<file path="config.mk">
export PLATFORM = sky130hd
export DESIGN_NAME = dds_cfg_seq
export DESIGN_NICKNAME = d
export VERILOG_FILES = /design/src/rtl/dds_cfg_pkg.sv /design/src/rtl/dds_spi_tx.sv /design/src/rtl/dds_cmd_seq.sv /design/src/rtl/dds_cfg_seq.sv
export SDC_FILE = /design/constraint.sdc
export NUM_CORES = 1
export LEC_CHECK = 0
export BUFFER_PORTS_ARGS = -buffer_cell sky130_fd_sc_hd__buf_2
export CAP_MARGIN = 40
export CORE_UTILIZATION = 48
export CTS_BUF_LIST = sky130_fd_sc_hd__clkbuf_2
export DETAILED_ROUTE_END_ITERATION = 8
export PLACE_DENSITY = 0.75
export SLEW_MARGIN = 40
export SYNTH_ARGS = -nofsm -noshare
export SYNTH_HDL_FRONTEND = slang
export SYNTH_SLANG_ARGS = --single-unit
</file>
<file path="constraint.sdc">
create_clock -name clk -period 2.6 [get_ports clk]
set_input_delay 0.26 -clock clk [delete_from_list [all_inputs] [get_ports clk]]
set_output_delay 0.26 -clock clk [all_outputs]
set_load 0.01 [all_outputs]
</file>
<file path="src/rtl/dds_cfg_pkg.sv">
// Package: shared opcodes, command-word constants and field widths for the
// DDS configuration sequencer. Assumes a 16-bit device command word.
package dds_cfg_pkg;
    localparam int WORD_W  = 16;
    localparam int FREQ_W  = 28;
    localparam int HALF_W  = FREQ_W / 2;
    localparam int PHASE_W = 12;

    typedef enum logic [2:0] {
        OP_INIT  = 3'd0,
        OP_FREQ  = 3'd1,
        OP_PHASE = 3'd2,
        OP_RST   = 3'd3,
        OP_FSEL  = 3'd4,
        OP_PSEL  = 3'd5,
        OP_WAVE  = 3'd6,
        OP_SIGN  = 3'd7
    } dds_op_e;

    localparam logic [WORD_W-1:0] CTL_RESET = 16'h0100;
    localparam logic [WORD_W-1:0] CTL_PSEL  = 16'h0400;
    localparam logic [WORD_W-1:0] CTL_FSEL  = 16'h0800;
    localparam logic [WORD_W-1:0] CTL_MASK  = 16'h003A;
    localparam logic [WORD_W-1:0] CTL_TRI   = 16'h0002;
    localparam logic [WORD_W-1:0] W_FMODE   = 16'h2000;
    localparam logic [WORD_W-1:0] PFX_F0    = 16'h4000;
    localparam logic [WORD_W-1:0] PFX_F1    = 16'h8000;
    localparam logic [WORD_W-1:0] PFX_P0    = 16'hC000;
    localparam logic [WORD_W-1:0] PFX_P1    = 16'hE000;

    // Map a 2-bit sign-output selector to its control-word code.
    function automatic logic [WORD_W-1:0] sign_code(input logic [1:0] sel);
        case (sel)
            2'd1:    sign_code = 16'h0028;
            2'd2:    sign_code = 16'h0020;
            2'd3:    sign_code = 16'h0038;
            default: sign_code = 16'h0000;
        endcase
    endfunction
endpackage

</file>
<file path="src/rtl/dds_spi_tx.sv">
// Module: SPI mode-2 word serialiser. It shifts one WORD_W-bit word MSB first.
// The clock idles high, data changes on the rising edge and the device
// samples on the falling edge. Chip select rises half a clock period after
// the last rising edge and then stays high for CS_GAP system clocks or more.
// Assumes: SCLK_DIV is even and >= 2, CS_GAP >= 2, and start is only
// pulsed while ready is high.
module dds_spi_tx
    import dds_cfg_pkg::*;
#(
    parameter int SCLK_DIV = 4,
    parameter int CS_GAP   = 2
) (
    input  logic              clk,
    input  logic              rst_n,
    input  logic              start,
    input  logic [WORD_W-1:0] word,
    output logic              ready,
    output logic              sclk,
    output logic              mosi,
    output logic              cs_n
);
    localparam int HALF = SCLK_DIV / 2;
    localparam int DVW  = (HALF > 1) ? $clog2(HALF) : 1;
    localparam int GW   = $clog2(CS_GAP + 1);
    localparam int BCW  = $clog2(WORD_W);

    typedef enum logic [1:0] {TX_IDLE, TX_SHIFT, TX_TAIL, TX_GAP} tx_state_e;

    tx_state_e         state;
    logic [WORD_W-1:0] sreg;
    logic [BCW-1:0]    bit_cnt;
    logic [DVW-1:0]    div_cnt;
    logic [GW-1:0]     gap_cnt;

    // Frame control: load the word, toggle the clock, shift, then enforce the gap.
    always_ff @(posedge clk) begin
        if (!rst_n) begin
            state   <= TX_IDLE;
            sreg    <= '0;
            bit_cnt <= '0;
            div_cnt <= '0;
            gap_cnt <= '0;
            sclk    <= 1'b1;
            cs_n    <= 1'b1;
        end else begin
            case (state)
                TX_IDLE: if (start) begin
                    sreg    <= word;
                    cs_n    <= 1'b0;
                    bit_cnt <= '0;
                    div_cnt <= '0;
                    state   <= TX_SHIFT;
                end
                TX_SHIFT: if (div_cnt == DVW'(HALF - 1)) begin
                    div_cnt <= '0;
                    if (sclk) begin
                        sclk <= 1'b0;
                    end else begin
                        sclk <= 1'b1;
                        if (bit_cnt == BCW'(WORD_W - 1)) begin
                            state <= TX_TAIL;
                        end else begin
                            bit_cnt <= bit_cnt + 1'b1;
                            sreg    <= {sreg[WORD_W-2:0], 1'b0};
                        end
                    end
                end else begin
                    div_cnt <= div_cnt + 1'b1;
                end
                TX_TAIL: if (div_cnt == DVW'(HALF - 1)) begin
                    div_cnt <= '0;
                    cs_n    <= 1'b1;
                    gap_cnt <= GW'(1);
                    state   <= TX_GAP;
                end else begin
                    div_cnt <= div_cnt + 1'b1;
                end
                default: if (gap_cnt >= GW'(CS_GAP)) begin
                    state <= TX_IDLE;
                end else begin
                    gap_cnt <= gap_cnt + 1'b1;
                end
            endcase
        end
    end

    assign mosi  = sreg[WORD_W-1];
    assign ready = (state == TX_IDLE);
endmodule

</file>
<file path="src/rtl/dds_cmd_seq.sv">
// Module: command sequencer. It accepts one command while idle, keeps the
// shadow control word, and hands the serialiser one word at a time.
// Assumes the serialiser drops ready in the cycle after a start pulse.
module dds_cmd_seq
    import dds_cfg_pkg::*;
(
    input  logic              clk,
    input  logic              rst_n,
    input  logic              cmd_req,
    input  logic [2:0]        cmd_op,
    input  logic              cmd_bank,
    input  logic [FREQ_W-1:0] cmd_val,
    input  logic              tx_ready,
    output logic              cmd_ack,
    output logic              busy,
    output logic              tx_start,
    output logic [WORD_W-1:0] tx_word
);
    localparam int INIT_WORDS = 11;
    localparam int SW = $clog2(INIT_WORDS + 1);

    dds_op_e           op_q;
    logic              bank_q;
    logic [FREQ_W-1:0] val_q;
    logic [SW-1:0]     step;
    logic [SW-1:0]     nsteps;
    logic [WORD_W-1:0] shadow;
    logic [WORD_W-1:0] word_cur;
    logic [WORD_W-1:0] fpfx;

    // Merge one control operation into the shadow word.
    function automatic logic [WORD_W-1:0] ctl_next(input logic [WORD_W-1:0] s,
                                                   input dds_op_e op,
                                                   input logic [1:0] v);
        case (op)
            OP_INIT: ctl_next = s | CTL_RESET;
            OP_RST:  ctl_next = v[0] ? (s | CTL_RESET) : (s & ~CTL_RESET);
            OP_FSEL: ctl_next = v[0] ? (s | CTL_FSEL)  : (s & ~CTL_FSEL);
            OP_PSEL: ctl_next = v[0] ? (s | CTL_PSEL)  : (s & ~CTL_PSEL);
            OP_WAVE: ctl_next = v[0] ? ((s & ~CTL_MASK) | CTL_TRI) : (s & ~CTL_TRI);
            OP_SIGN: ctl_next = (s & ~CTL_MASK) | sign_code(v);
            default: ctl_next = s;
        endcase
    endfunction

    assign cmd_ack = cmd_req && !busy;
    assign fpfx    = bank_q ? PFX_F1 : PFX_F0;

    // Select the word for the current step of the active operation.
    always_comb begin
        word_cur = shadow;
        case (op_q)
            OP_INIT: case (step)
                SW'(2), SW'(5): word_cur = W_FMODE;
                SW'(3), SW'(4): word_cur = PFX_F0;
                SW'(6), SW'(7): word_cur = PFX_F1;
                SW'(8):         word_cur = PFX_P0;
                SW'(9):         word_cur = PFX_P1;
                SW'(10):        word_cur = shadow & ~CTL_RESET;
                default:        word_cur = shadow;
            endcase
            OP_FREQ: case (step)
                SW'(0):  word_cur = W_FMODE;
                SW'(1):  word_cur = fpfx | WORD_W'(val_q[HALF_W-1:0]);
                default: word_cur = fpfx | WORD_W'(val_q[FREQ_W-1:HALF_W]);
            endcase
            OP_PHASE: word_cur = (bank_q ? PFX_P1 : PFX_P0) | WORD_W'(val_q[PHASE_W-1:0]);
            default:  word_cur = shadow;
        endcase
    end

    // Accept commands, update the shadow word and issue words in order.
    always_ff @(posedge clk) begin
        if (!rst_n) begin
            busy     <= 1'b0;
            op_q     <= OP_INIT;
            bank_q   <= 1'b0;
            val_q    <= '0;
            step     <= '0;
            nsteps   <= '0;
            shadow   <= '0;
            tx_start <= 1'b0;
            tx_word  <= '0;
        end else begin
            tx_start <= 1'b0;
            if (cmd_ack) begin
                op_q   <= dds_op_e'(cmd_op);
                bank_q <= cmd_bank;
                val_q  <= cmd_val;
                step   <= '0;
                busy   <= 1'b1;
                shadow <= ctl_next(shadow, dds_op_e'(cmd_op), cmd_val[1:0]);
                case (dds_op_e'(cmd_op))
                    OP_INIT: nsteps <= SW'(INIT_WORDS);
                    OP_FREQ: nsteps <= SW'(3);
                    default: nsteps <= SW'(1);
                endcase
            end else if (busy && tx_ready && !tx_start) begin
                if (step == nsteps) begin
                    busy <= 1'b0;
                end else begin
                    tx_start <= 1'b1;
                    tx_word  <= word_cur;
                    step     <= step + 1'b1;
                    if (op_q == OP_INIT && step == SW'(INIT_WORDS - 1))
                        shadow <= shadow & ~CTL_RESET;
                end
            end
        end
    end
endmodule

</file>
<file path="src/rtl/dds_cfg_seq.sv">
// Module: top of the DDS configuration sequencer. It joins the command
// sequencer to the SPI mode-2 serialiser.
// Assumes: SCLK_DIV is even and >= 2, CS_GAP >= 2.
module dds_cfg_seq
    import dds_cfg_pkg::*;
#(
    parameter int SCLK_DIV = 4,
    parameter int CS_GAP   = 2
) (
    input  logic        clk,
    input  logic        rst_n,
    input  logic        cmd_req,
    input  logic [2:0]  cmd_op,
    input  logic        cmd_bank,
    input  logic [27:0] cmd_val,
    output logic        cmd_ack,
    output logic        busy,
    output logic        spi_sclk,
    output logic        spi_mosi,
    output logic        spi_cs_n
);
    logic              tx_ready;
    logic              tx_start;
    logic [WORD_W-1:0] tx_word;

    dds_cmd_seq u_seq (
        .clk      (clk),
        .rst_n    (rst_n),
        .cmd_req  (cmd_req),
        .cmd_op   (cmd_op),
        .cmd_bank (cmd_bank),
        .cmd_val  (cmd_val),
        .tx_ready (tx_ready),
        .cmd_ack  (cmd_ack),
        .busy     (busy),
        .tx_start (tx_start),
        .tx_word  (tx_word)
    );

    dds_spi_tx #(.SCLK_DIV(SCLK_DIV), .CS_GAP(CS_GAP)) u_tx (
        .clk   (clk),
        .rst_n (rst_n),
        .start (tx_start),
        .word  (tx_word),
        .ready (tx_ready),
        .sclk  (spi_sclk),
        .mosi  (spi_mosi),
        .cs_n  (spi_cs_n)
    );
endmodule

</file>
Word level (Yosys, flattened, before mapping) --
Cells that the tools add are included.
Cells by class: add/sub/neg operators 4, magnitude comparators 1, equal/unequal tests 38, mux-type cells 49, bitwise operators 14, reduce and logical (&&, ||, !) cells 42
Operators by type and width (count):
- 16-bit one-hot mux with 6 select lines | 2
- 16-bit two-way mux | 11
- 16-bit one-hot mux with 2 select lines | 2
- 16-bit one-hot mux with 3 select lines | 1
- 16-bit by 14-bit bitwise OR with 16-bit output | 2
- 6-bit AND reduction | 4
- 7-bit AND reduction | 3
- 9-bit two-way mux | 2
- 2-bit != test, second input constant | 9
- 6-bit one-hot mux with 3 select lines | 1
- 2-bit nonzero test | 9
- 4-bit by 3-bit equality test with 1-bit output, second input constant | 4
- 4-bit equality test, second input constant | 4
- 2-bit two-way mux | 8
- 4-bit two-way mux | 4
- 16-bit by 12-bit bitwise OR with 16-bit output | 1
- 16-bit bitwise OR | 1
- 4-bit one-hot mux with 2 select lines | 2
- 14-bit two-way mux | 1
- 3-bit equality test, second input constant | 4
- 12-bit two-way mux | 1
- 2-bit OR reduction | 6
- 11-bit two-way mux | 1
- 1-bit inverter | 10
- other kinds (28) | 55
Storage, ports and cells: flip-flop bits (word level) 101, input bits 35, output and inout port bits 5, word-level logic and storage cells 169

Longest topological paths before layout --
Gate-level depths: netlist of run 1.
word-level depth 8, gate-level depth with buffers 8

Cells and area by module --
From an unflattened synthesis of run 1, not the netlist that was laid out.
Unflattened totals: cell total of the unflattened synthesis 479, area, all modules 4297.9 µm²
Modules (own cells, without submodules):
- dds_cmd_seq | times used 1, cells each 334, area each 2896.5 µm², seq. area each 1281.2 µm²
- dds_spi_tx | times used 1, cells each 145, area each 1401.3 µm², seq. area each 540.5 µm²

Least setup slack after synthesis of run 1 --
OpenSTA, ideal clock, no wires.
kind register -> register, start point register u_tx.state[1], end point register u_tx.state[1], setup time 0.128 ns, arrival 1.837 ns, required time 2.472 ns, setup slack 0.636 ns, stages on the path, launching flop included 9, cell sequence dfxtp_1 > inv_1 > ha_1 > buf_2 > nor2_2 > or4b_1 > o2111ai_1 > mux2i_1 > nor2_1
Between the ends: longest elaborated chain between the ends 3, elaborated cells on any way between the ends 11, classes of those cells eq/ne: 7; mux: 1; reduce/logical: 3
RTL lines:
- start, declared | RTL line dds_spi_tx.sv:29 | tx_state_e state;
- start signal, assigned | RTL line dds_spi_tx.sv:38 | state <= TX_IDLE;
- start signal, assigned | RTL line dds_spi_tx.sv:52 | state <= TX_SHIFT;
- start signal, assigned | RTL line dds_spi_tx.sv:61 | state <= TX_TAIL;
- 2-bit by 1-bit equality test with 1-bit output (tied with other cells) | RTL line dds_spi_tx.sv:46 | case (state)
- 2-bit by 1-bit != test with 1-bit output (no line) (tied with other cells)
- 6-bit AND reduction (no line)
Several ways; a longest one is shown, not always the timed one. A chain may end at the register's enable or synchronous reset.

Final worst setup path of run 1 --
start point register u_seq.step[0], end point register u_seq.tx_word[8]
Between the ends: longest elaborated chain between the ends 4, elaborated cells on any way between the ends 20, classes of those cells eq/ne: 11; mux: 3; bitwise: 1; reduce/logical: 5
RTL lines:
- start, declared | RTL line dds_cmd_seq.sv:25 | logic [SW-1:0] step;
- start signal, assigned | RTL line dds_cmd_seq.sv:104 | step <= step + 1'b1;
- 4-bit by 3-bit equality test with 1-bit output or 4-bit by 2-bit equality test with 1-bit output (tied branches) | RTL line dds_cmd_seq.sv:53 | OP_INIT: case (step)
- 2-bit OR reduction | RTL line dds_cmd_seq.sv:53
- 16-bit one-hot mux with 6 select lines | RTL line dds_cmd_seq.sv:53
- 16-bit one-hot mux with 3 select lines | RTL line dds_cmd_seq.sv:52 | case (op_q)
- end signal, assigned | RTL line dds_cmd_seq.sv:103 | tx_word <= word_cur;
- end, declared | RTL line dds_cmd_seq.sv:17 | output logic [WORD_W-1:0] tx_word
Several ways; a longest one is shown, not always the timed one.

==> results of run 1 <==
## cells by family after synthesis
logic type | synth area share, %
simple gates | 20.82
xor+xnor | 1.235
buf+inv | 5.382
mux | 5.206
fa+ha+maj | 2.941
flops | 42.82
compound gates | 21.59
## area by class of cell
cell class | instances | area (um^2)
Tap cell | 105 | 131.4
Clock inverter | 7 | 65.06
Timing Repair Buffer | 82 | 613.1
Fill cell | 721 | 3457
Inverter | 12 | 45.04
Multi-Input combinational cell | 361 | 2203
Sequential cell | 91 | 1822
Clock buffer | 9 | 45.04
## stage by stage
stage	utilization, %	power (mW)	std cells
after floorplan	-	2.218	500
after global placement	53.50	2.358	618
after detailed placement	53.50	2.386	618
after CTS	58.76	3.102	667
after global routing	58.76	3.276	667
final	58.76	3.075	667
## routing by layer
metal / routed length (um) / up-vias / GRT usage (%) / part of all wire (%)
li1: - / 1879 / - / -
met1: 4353 / 1724 / 29.42 / 47
met2: 4473 / 73 / 36.47 / 49
met3: 327 / 7 / 4.186 / 3.5
met4: 62 / 0 / 4.478 / 0.67
met5: 0 / - / 0 / 0
## where the power goes
group	total (mW)	switching (mW)	internal, mW
sequential	1.64	0.0982	1.54
combinational	0.760	0.431	0.330
clock	0.676	0.523	0.154
total	3.07	1.05	2.02
## registers in the layout, indices dropped and copies added (netlist names)
register        count
u_seq.bank_q        1
u_seq.busy          1
u_seq.nsteps        3
u_seq.op_q          3
u_seq.shadow        7
u_seq.step          4
u_seq.tx_start      1
u_seq.tx_word      16
u_seq.val_q        28
u_tx.bit_cnt        4
u_tx.cs_n           1
u_tx.div_cnt        1
u_tx.gap_cnt        2
u_tx.sclk           1
u_tx.sreg          16
u_tx.state          2
## worst max-delay path: cells and delay by family, from the launching register on
kind	cells	cell delay, ps
AOI/OAI and AO/OA	3	690
and+or+nand+nor	2	600
DFF	1	490
adders and majority gates	1	290
buffers and inverters	1	120
## final timing paths
kind	startpoint	to	slack [ps]	depth (start not counted)
worst max-delay path	u_seq.step[0]$_SDFFE_PP0P_	u_seq.tx_word[8]$_SDFFE_PN0P_	380	7
worst min-delay path	rst_n	u_tx.sclk$_SDFFE_PN1P_	40	2
worst max register to register	u_seq.step[0]$_SDFFE_PP0P_	u_seq.tx_word[8]$_SDFFE_PN0P_	380	7
worst min register to register	u_seq.val_q[21]$_SDFFE_PN0N_	u_seq.val_q[21]$_SDFFE_PN0N_	480	2
## cell usage in the layout (no fill, tap or decap), types with 3 or more instances in the layout
cell type	synthesis	layout
a211oi_1	15	15
a21oi_1	59	59
a221oi_1	3	3
a22o_2	4	4
a22oi_1	5	5
a2bb2oi_1	6	6
a31oi_1	5	5
buf_2	6	39
buf_4	3	9
clkbuf_2	0	9
dfxtp_1	91	91
dlygate4sd3_1	0	33
ha_1	10	10
inv_1	10	10
inv_6	0	3
mux2i_1	21	21
nand2_1	89	89
nand2b_1	7	7
nand3_1	14	14
nand4_1	3	3
nor2_1	41	41
nor2b_1	3	3
nor3_1	7	7
nor3b_1	3	3
nor4_1	4	4
o21ai_0	14	14
or2_2	3	3
xor2_1	5	5
==> key figures, run 1 <==
Detailed routing
  – Routed vias/inst: 5.522
  – Final WL: 9217 um
  – Detailed-route via count: 3683
  – Drt first-iter violations: 193
  – DR DRC count: 0
  – Wire per inst: 13.82 um
  – Antenna Nets Post-Route: 0
  – First-pass iteration count of the detailed router: 5

Timing
  – Hold Vio Cnt, Final: 0
  – Min Tclk post-route: 2217 ps
  – Final Cycle Share: 85.27%
  – Clk_skew: 32.38 ps
  – Fin Setup TNS: 0 ps
  – FMAX: 451.1 MHz
  – RSZ-0062 raised after global routing: no
  – Final Max Tran Viols: 0
  – Worst Slack Setup Final: 383.0 ps
  – # setup viols final: 0
  – Least-Margin Pin Slew: 717.8 ps
  – Worst hold margin: 42.60 ps
  – Slew headroom: 52.14%

Placement
  – # port buffers: 39
  – Gpl congestion: 0.8817
  – Cell Area, Placed: 0.004484 mm^2
  – DP HPWL: 6286 um
  – Pre-CTS WS: 427.9 ps

Layout
  – Ant diodes: 0
  – Fin nets: 602
  – Final Cell Area: 0.004925 mm^2
  – Layout area overhead: 15.76%
  – Layout cells sized above 1: 15.48%

Die
  – Die area: 0.009243 mm^2
  – Initial Util: 50.75%
  – I/O pins: 40
  – Core area: 0.008382 mm^2
  – Placement Rows: 33
  – DIE HEIGHT: 96.14 um
  – Die width: 96.14 um

Synth
  – Top cell type by total area after synthesis: dfxtp_1
  – Most common cell in the netlist: dfxtp_1
  – Asr flop ratio synth: 0%
  – Synth cell count leaders: dfxtp_1, nand2_1, a21oi_1, nor2_1, mux2i_1
  – Ys Warns: 0
  – Sequential-to-total area share from yosys stat: 42.82%
  – Number of synthesized flops with an enable pin: 0
  – Post-synthesis cell count: 500
  – Syn avg cell area: 8.508 um^2
  – Synthesized area: 0.004254 mm^2
  – Synth cell types: 62
  – Synthesized net count: 545
  – Ys flop type: dfxtp_1
  – Synth Register Bits: 91
  – Top cell type's share of synthesized area: 42.82%
  – Ranking of synthesized cells by area: dfxtp_1, nand2_1, a21oi_1

Setup path
  – Critical Path Fanout Max: 12
  – Worst path cell trace: inv_1 > ha_1 > or4b_4 > o32ai_4 > a22o_2 > nand3_1 > a31oi_1
  – CP required: 3060 ps
  – CP max stage cell: or4b_4
  – Critical Path Sink Type: flip-flop
  – Critical Path Start Type: flip-flop
  – CP Class: reg -> reg
  – Crit path largest cell delay: 520 ps
  – Crit path DAT: 2680 ps

Clock network
  – Post-CTS Setup Bufs: 0
  – Clock Latency Late Sink: 530 ps
  – CTS Buf Count: 9
  – H-Tree Depth: 3
  – Total clock sinks: 91
  – Cts hold-fix bufs: 33
  – CTS root buffer: clkbuf_2
  – Post_cts resized: 0
  – Reg clk slew, reported paths: 270 ps
  – Deepest clock path buffer count: 2
  – CTS tree: yes

Worst hold path
  – Class of the worst hold path: in -> reg

Power and ir drop
  – Pleak: 1.779 nW
  – Worst vdd ir: 0.3749 mV
  – PwrDens: 624.3 mW/mm^2

Run status
  – Status: completed

Global route
  – All-layer global routing usage: 21.90%
  – Grt ovf: 0
  – First-pass GRT wire length: 15820 um
  – Number of global-route vias before repair: 3417
  – Number of antenna violations at the first check in global routing: 0
  – Largest net degree at the start of global routing: 40

Flow run
  – Max Cap Viol: 0
No activity file was read; power rests on OpenSTA's default activity.
==> run 2, diff against run 1 <==
--- a/config.mk
+++ b/config.mk
@@ -10,7 +10,8 @@
 export CORE_UTILIZATION = 48
 export CTS_BUF_LIST = sky130_fd_sc_hd__clkbuf_2
 export DETAILED_ROUTE_END_ITERATION = 8
-export PLACE_DENSITY = 0.75
+export HOLD_SLACK_MARGIN = 0.06
+export PLACE_DENSITY = 0.67
 export SLEW_MARGIN = 40
 export SYNTH_ARGS = -nofsm -noshare
 export SYNTH_HDL_FRONTEND = slang
==> key figures, run 2 (synthesized netlist as in run 1, its figures left out) <==
Run status
  – Status: completed

Setup path
  – CP required: 3110 ps (+50 ps)
  – Reg2Reg Setup Slack: 380 ps (about the same)
  – Critical Path Start Type: flip-flop
  – R2R Path Start: u_seq.step[0]$_SDFFE_PP0P_
  – CP Class: reg -> reg
  – Critical Path Fanout Max: 12 (unchanged)
  – Critical Path Sink Type: flip-flop
  – Reg-to-Reg End: u_seq.tx_word[5]$_SDFFE_PN0P_
  – Reg2reg path depth: 7 (unchanged)
  – Crit path DAT: 2740 ps (+60 ps)

Layout
  – Non-Filler Instances: 671 (+0.60%)
  – Layout area overhead: 16.53%
  – Layout cells sized above 1: 15.37% (-0.11 points)
  – Most frequent cells in the layout: dfxtp_1, nand2_1, a21oi_1, nor2_1, buf_2
  – Commonest non-fill, non-tap cell in the layout: dfxtp_1
  – Biggest regs: u_seq.val_q (28), u_seq.tx_word (16), u_tx.sreg (16)
  – Ant diodes: 0 (unchanged)
  – Largest Register: u_seq.val_q
  – Final Cell Area: 0.004957 mm^2 (+0.66%)
  – Fin nets: 606 (+0.66%)
  – Number of flip-flops in the largest register: 28 (unchanged)

Timing
  – Final Cycle Share: 85.55% (+0.28 points)
  – RSZ-0062 raised after global routing: no
  – Slew headroom: 56.40% (+4.3 points)
  – Final Max Tran Viols: 0 (unchanged)
  – Hold Vio Cnt, Final: 0 (unchanged)
  – # setup viols final: 0 (unchanged)
  – Worst hold margin: 417.2 ps (+374.6 ps)
  – Clk_skew: 29.11 ps (-3.272 ps)
  – Min Tclk post-route: 2224 ps (+7.233 ps)
  – FMAX: 449.6 MHz (-0.33%)
  – Fin Setup TNS: 0 ps (unchanged)
  – Least-Margin Pin Slew: 654.0 ps (-63.80 ps)

Global route
  – GR Util met1: 31.86% (+2.4 points)
  – Number of global-route vias before repair: 3278 (-4.1%)
  – Largest net degree at the start of global routing: 40 (unchanged)
  – All-layer global routing usage: 22.45% (+0.56 points)
  – First-pass GRT wire length: 15920 um (+0.61%)
  – Most used routing layer: met2
  – Number of antenna violations at the first check in global routing: 0 (unchanged)
  – Met2 usage: 34.34% (-2.1 points)
  – Grt ovf: 0 (unchanged)
  – Met3 Use GR: 4.265% (+0.079 points)

Flow run
  – Max Cap Viol: 0 (unchanged)

Die
  – DIE HEIGHT: 96.14 um (unchanged)
  – Initial Util: 50.75% (unchanged)
  – Die width: 96.14 um (unchanged)
  – Core area: 0.008382 mm^2 (unchanged)
  – Die area: 0.009243 mm^2 (unchanged)
  – I/O pins: 40 (unchanged)
  – Placement Rows: 33 (unchanged)

Clock network
  – CTS root buffer: clkbuf_2
  – Deepest clock path buffer count: 2 (unchanged)
  – CTS tree: yes
  – H-Tree Depth: 3 (unchanged)
  – Clock Latency Late Sink: 580 ps (+50 ps)
  – Post_cts resized: 0 (unchanged)
  – Cts hold-fix bufs: 36 (+9.1%)
  – Reg clk slew, reported paths: 290 ps (+20 ps)
  – CTS Buf Count: 9 (unchanged)
  – Total clock sinks: 91 (unchanged)
  – Post-CTS Setup Bufs: 0 (unchanged)

Placement
  – # port buffers: 39 (unchanged)
  – Placed Instances: 619 (+0.16%)
  – Gpl congestion: 0.8754 (-0.71%)
  – Cell Area, Placed: 0.004492 mm^2 (+0.17%)
  – DP HPWL: 6433 um (+2.3%)

Power and ir drop
  – Total power: 3.084 mW (+0.30%)
  – PwrDens: 622.1 mW/mm^2 (-0.35%)
  – Worst vdd ir: 0.3000 mV (-20%)
  – Pleak: 1.793 nW (+0.78%)

Worst hold path
  – Class of the worst hold path: in -> reg
  – Worst hold path cell count: 4 (+2)
  – Worst Hold Endpoint: u_seq.val_q[20]$_SDFFE_PN0N_
  – Min-delay src: cmd_val[20]

Detailed routing
  – DR DRC count: 0 (unchanged)
  – Drt first-iter violations: 125 (-35%)
  – First-pass iteration count of the detailed router: 4 (-1)
  – Wire per inst: 14.39 um (+4.1%)
  – Routed vias/inst: 5.472 (-0.89%)
  – Final WL: 9655 um (+4.8%)
  – Antenna Nets Post-Route: 0 (unchanged)
  – Detailed-route via count: 3672 (-0.30%)
==> run 2: worst max path at each step <==
stage                     cells after the start  slack (ps)                             end                       start
after floorplan                               8         640      u_tx.state[1]$_SDFFE_PN0P_  u_tx.state[1]$_SDFFE_PN0P_
after global placement                        7         480   u_seq.tx_word[3]$_SDFFE_PN0P_  u_seq.step[0]$_SDFFE_PP0P_
after detailed placement                      7         430   u_seq.tx_word[5]$_SDFFE_PN0P_  u_seq.step[0]$_SDFFE_PP0P_
after CTS                                     7         370   u_seq.tx_word[5]$_SDFFE_PN0P_  u_seq.step[0]$_SDFFE_PP0P_
after global routing                          7         140  u_seq.tx_word[11]$_SDFFE_PN0P_  u_seq.step[0]$_SDFFE_PP0P_
final                                         7         380   u_seq.tx_word[5]$_SDFFE_PN0P_  u_seq.step[0]$_SDFFE_PP0P_
==> run 2: layout make-up <==
cell class,count,area [um^2]
fillers,743,3425
multi-input cells,361,2203
flip-flops and latches,91,1822
repair buffers,86,650.6
well taps,105,131.4
clock inverters,7,60.06
clock buffers,9,45.04
inverters,12,45.04
==> run 2: where the power goes <==
part | total, mW | leakage, nW | internal (mW) | switching (mW)
clock | 0.679 | 0.0644 | 0.147 | 0.532
sequential | 1.64 | 0.741 | 1.54 | 0.0998
combinational | 0.765 | 0.987 | 0.326 | 0.439
total | 3.08 | 1.79 | 2.01 | 1.07
==> run 2: through the flow <==
step | setup slack, ps | util, %
2_1_floorplan | 635.8 | -
3_3_place_gp | 475.1 | 53.50
3_5_place_dp | 426.8 | 53.59
4_1_cts | 367.0 | 59.14
5_1_grt | 144.3 | 59.14
6_report | 375.8 | 59.14
==> run 2: routing by layer <==
layer / wire length (um) / vias to the layer above
li1: - / 1884
met1: 4860 / 1715
met2: 4360 / 69
met3: 377 / 4
met4: 55 / 0
met5: 0 / -
==> run 2: worst max-delay path: stages (launching register included) <==
cell and delay, ps:
dfxtp_1 500, inv_1 110, ha_1 280, or4b_4 510, o32ai_4 290, a22o_2 240, nand3_1 70, a31oi_1 180
==> run 3, diff against run 2 <==
--- a/config.mk
+++ b/config.mk
@@ -11,7 +11,7 @@
 export CTS_BUF_LIST = sky130_fd_sc_hd__clkbuf_2
 export DETAILED_ROUTE_END_ITERATION = 8
 export HOLD_SLACK_MARGIN = 0.06
-export PLACE_DENSITY = 0.67
+export PLACE_DENSITY = 0.71
 export SLEW_MARGIN = 40
 export SYNTH_ARGS = -nofsm -noshare
 export SYNTH_HDL_FRONTEND = slang
==> constraint.sdc (replaced) <==
create_clock -name clk -period 2.8 [get_ports clk]
set_input_delay 0.28 -clock clk [delete_from_list [all_inputs] [get_ports clk]]
set_output_delay 0.28 -clock clk [all_outputs]
set_load 0.01 [all_outputs]
==> key figures, run 3 (synthesized netlist as in run 1, its figures left out) <==
Run status
  – Status: completed

Power and ir drop
  – Pleak: 1.801 nW (+0.45%)
  – Switching share of total power: 33.32% (-1.4 points)
  – Internal power: 1.963 mW (-2.5%)
  – Total power: 2.943 mW (-4.6%)
  – Combinational power share: 23.8% (-1.0 points)
  – Sequential power share: 51.6% (-1.6 points)
  – Switch Pwr: 980.7 uW (-8.4%)
  – Worst vdd ir: 0.3484 mV (+16%)
  – Clock share of power: 24.6% (+2.6 points)
  – PwrDens: 592.5 mW/mm^2 (-4.8%)

Die
  – Core area: 0.008382 mm^2 (unchanged)
  – Initial Util: 50.75% (unchanged)
  – Die width: 96.14 um (unchanged)
  – Die area: 0.009243 mm^2 (unchanged)
  – DIE HEIGHT: 96.14 um (unchanged)
  – I/O pins: 40 (unchanged)
  – Placement Rows: 33 (unchanged)

Clock network
  – H-Tree Depth: 3 (unchanged)
  – Total clock sinks: 91 (unchanged)
  – Reg clk slew, reported paths: 280 ps (about the same)
  – Clock Latency Late Sink: 550 ps (-30 ps)
  – Post-CTS Setup Bufs: 0 (unchanged)
  – CTS Buf Count: 9 (unchanged)
  – CTS tree: yes
  – CTS root buffer: clkbuf_2
  – Deepest clock path buffer count: 2 (unchanged)

Setup path
  – Critical Path Fanout Max: 12 (unchanged)
  – Critical Path End: u_seq.tx_word[11]$_SDFFE_PN0P_
  – Reg2Reg Setup Slack: 570 ps (+200 ps)
  – CP Class: reg -> reg
  – Critical Path Start Type: flip-flop
  – R2R Path Start: u_seq.step[0]$_SDFFE_PP0P_
  – Reg-to-Reg End: u_seq.tx_word[11]$_SDFFE_PN0P_
  – Critical path origin: u_seq.step[0]$_SDFFE_PP0P_
  – CP required: 3290 ps (+180 ps)
  – Critical Path Sink Type: flip-flop
  – Crit path DAT: 2720 ps (-20 ps)
  – Reg2reg path depth: 7 (unchanged)

Timing
  – Min Tclk post-route: 2228 ps (+3.672 ps)
  – Least-Margin Pin Slew: 638.0 ps (-16.06 ps)
  – Fin Setup TNS: 0 ps (unchanged)
  – # setup viols final: 0 (unchanged)
  – Clk_skew: 33.06 ps (+3.953 ps)
  – FMAX: 448.9 MHz (-0.16%)
  – Hold Vio Cnt, Final: 0 (unchanged)
  – Slew headroom: 57.00% (+0.61 points)
  – RSZ-0062 raised after global routing: no
  – Worst hold margin: 461.1 ps (+43.89 ps)
  – Final Cycle Share: 79.57% (-6.0 points)
  – Final Max Tran Viols: 0 (unchanged)

Detailed routing
  – Wire per inst: 14.04 um (-2.4%)
  – Antenna Nets Post-Route: 0 (unchanged)
  – First-pass iteration count of the detailed router: 5 (+1)
  – Final WL: 9396 um (-2.7%)
  – Routed vias/inst: 5.523 (+0.93%)
  – Detailed-route via count: 3695 (+0.63%)
  – DR DRC count: 0 (unchanged)
  – Drt first-iter violations: 210 (+68%)

Layout
  – Most frequent cells in the layout: dfxtp_1, nand2_1, a21oi_1, nor2_1, buf_2
  – Largest Register: u_seq.val_q
  – Fin nets: 604 (-0.33%)
  – FILL cells: 725 (-2.4%)
  – FF+latch area: 0.001822 mm^2 (unchanged)
  – Non-Filler Instances: 669 (-0.30%)
  – Multi-input logic area: 0.002203 mm^2 (unchanged)
  – Biggest regs: u_seq.val_q (28), u_seq.tx_word (16), u_tx.sreg (16)
  – Layout cells sized above 1: 15.43% (+0.055 points)
  – Layout area overhead: 16.76%
  – Finished Core Util: 59.26% (+0.12 points)
  – Ant diodes: 0 (unchanged)
  – Number of flip-flops in the largest register: 28 (unchanged)
  – Commonest non-fill, non-tap cell in the layout: dfxtp_1

Global route
  – Largest net degree at the start of global routing: 51 (+28%)
  – Number of antenna violations at the first check in global routing: 0 (unchanged)
  – First-pass GRT wire length: 15810 um (-0.65%)
  – All-layer global routing usage: 22.15% (-0.30 points)
  – Number of global-route vias before repair: 3345 (+2.0%)
  – Grt ovf: 0 (unchanged)

Placement
  – # port buffers: 39 (unchanged)
  – Placed Instances: 618 (-0.16%)
  – Gpl congestion: 0.9319 (+6.5%)
  – DP HPWL: 6317 um (-1.8%)

Worst hold path
  – Min-delay src: cmd_val[24]
  – Class of the worst hold path: in -> reg

Flow run
  – Max Cap Viol: 0 (unchanged)
-- run 3: critical path: stages, from the launching register on --
cell and delay [ps]:
dfxtp_1 500, inv_1 120, ha_1 300, or4b_4 520
o32ai_4 310, a22o_1 230, nand3_1 80, a31oi_1 150
-- run 3: timing repair --
action,4_1_cts,5_1_grt
resized for setup,0,0
hold endpoints to repair,40,0
hold buffers,35,0
-- run 3: power by group through the flow --
| stage | Combinational, mW | Sequential (mW) | Clock [mW] |
|---|---|---|---|
| 3_3_place_gp | 0.643 | 1.54 | 0 |
| 2_1_floorplan | 0.543 | 1.52 | 0 |
| 3_5_place_dp | 0.663 | 1.55 | 0 |
| 5_1_grt | 0.783 | 1.54 | 0.790 |
| 6_report | 0.700 | 1.52 | 0.724 |
| 4_1_cts | 0.700 | 1.52 | 0.744 |
-- run 3: per-stage QoR --
stage | worst slack, ps | area (um^2)
2_1_floorplan | 835.8 | 4254
3_3_place_gp | 694.9 | 4477
3_5_place_dp | 588.8 | 4484
4_1_cts | 545.7 | 4967
5_1_grt | 349.6 | 4967
6_report | 572.1 | 4967
-- run 3: worst min-delay path by stage --
| stage | to | slack [ps] | cells after the start |
|---|---|---|---|
| floorplan | u_seq.val_q[10]$_SDFFE_PN0N_ | 420 | 2 |
| global placement | u_seq.shadow[4]$_SDFFE_PN0P_ | 450 | 2 |
| detailed placement | u_seq.shadow[4]$_SDFFE_PN0P_ | 440 | 2 |
| CTS | u_seq.val_q[5]$_SDFFE_PN0N_ | 410 | 4 |
| global route | u_seq.val_q[21]$_SDFFE_PN0N_ | 460 | 4 |
| finish | u_seq.val_q[24]$_SDFFE_PN0N_ | 460 | 4 |
-- run 3: layer usage --
| metal | wire length, um | track usage (%) | vias up |
|---|---|---|---|
| li1 | - | - | 1883 |
| met5 | 0 | 0 | - |
| met3 | 339 | 2.765 | 12 |
| met1 | 4482 | 29.74 | 1732 |
| met4 | 148 | 7.960 | 0 |
| met2 | 4426 | 36.41 | 68 |
-- run 3: final cells by class --
class | instances | share of cell area [%]
clock buffer | 9 | 0.9068
inverter | 12 | 0.9068
timing repair buffer | 84 | 12.75
tap | 105 | 2.645
clock inverter | 7 | 1.763
multi-input combinational | 361 | 44.36
sequential | 91 | 36.68
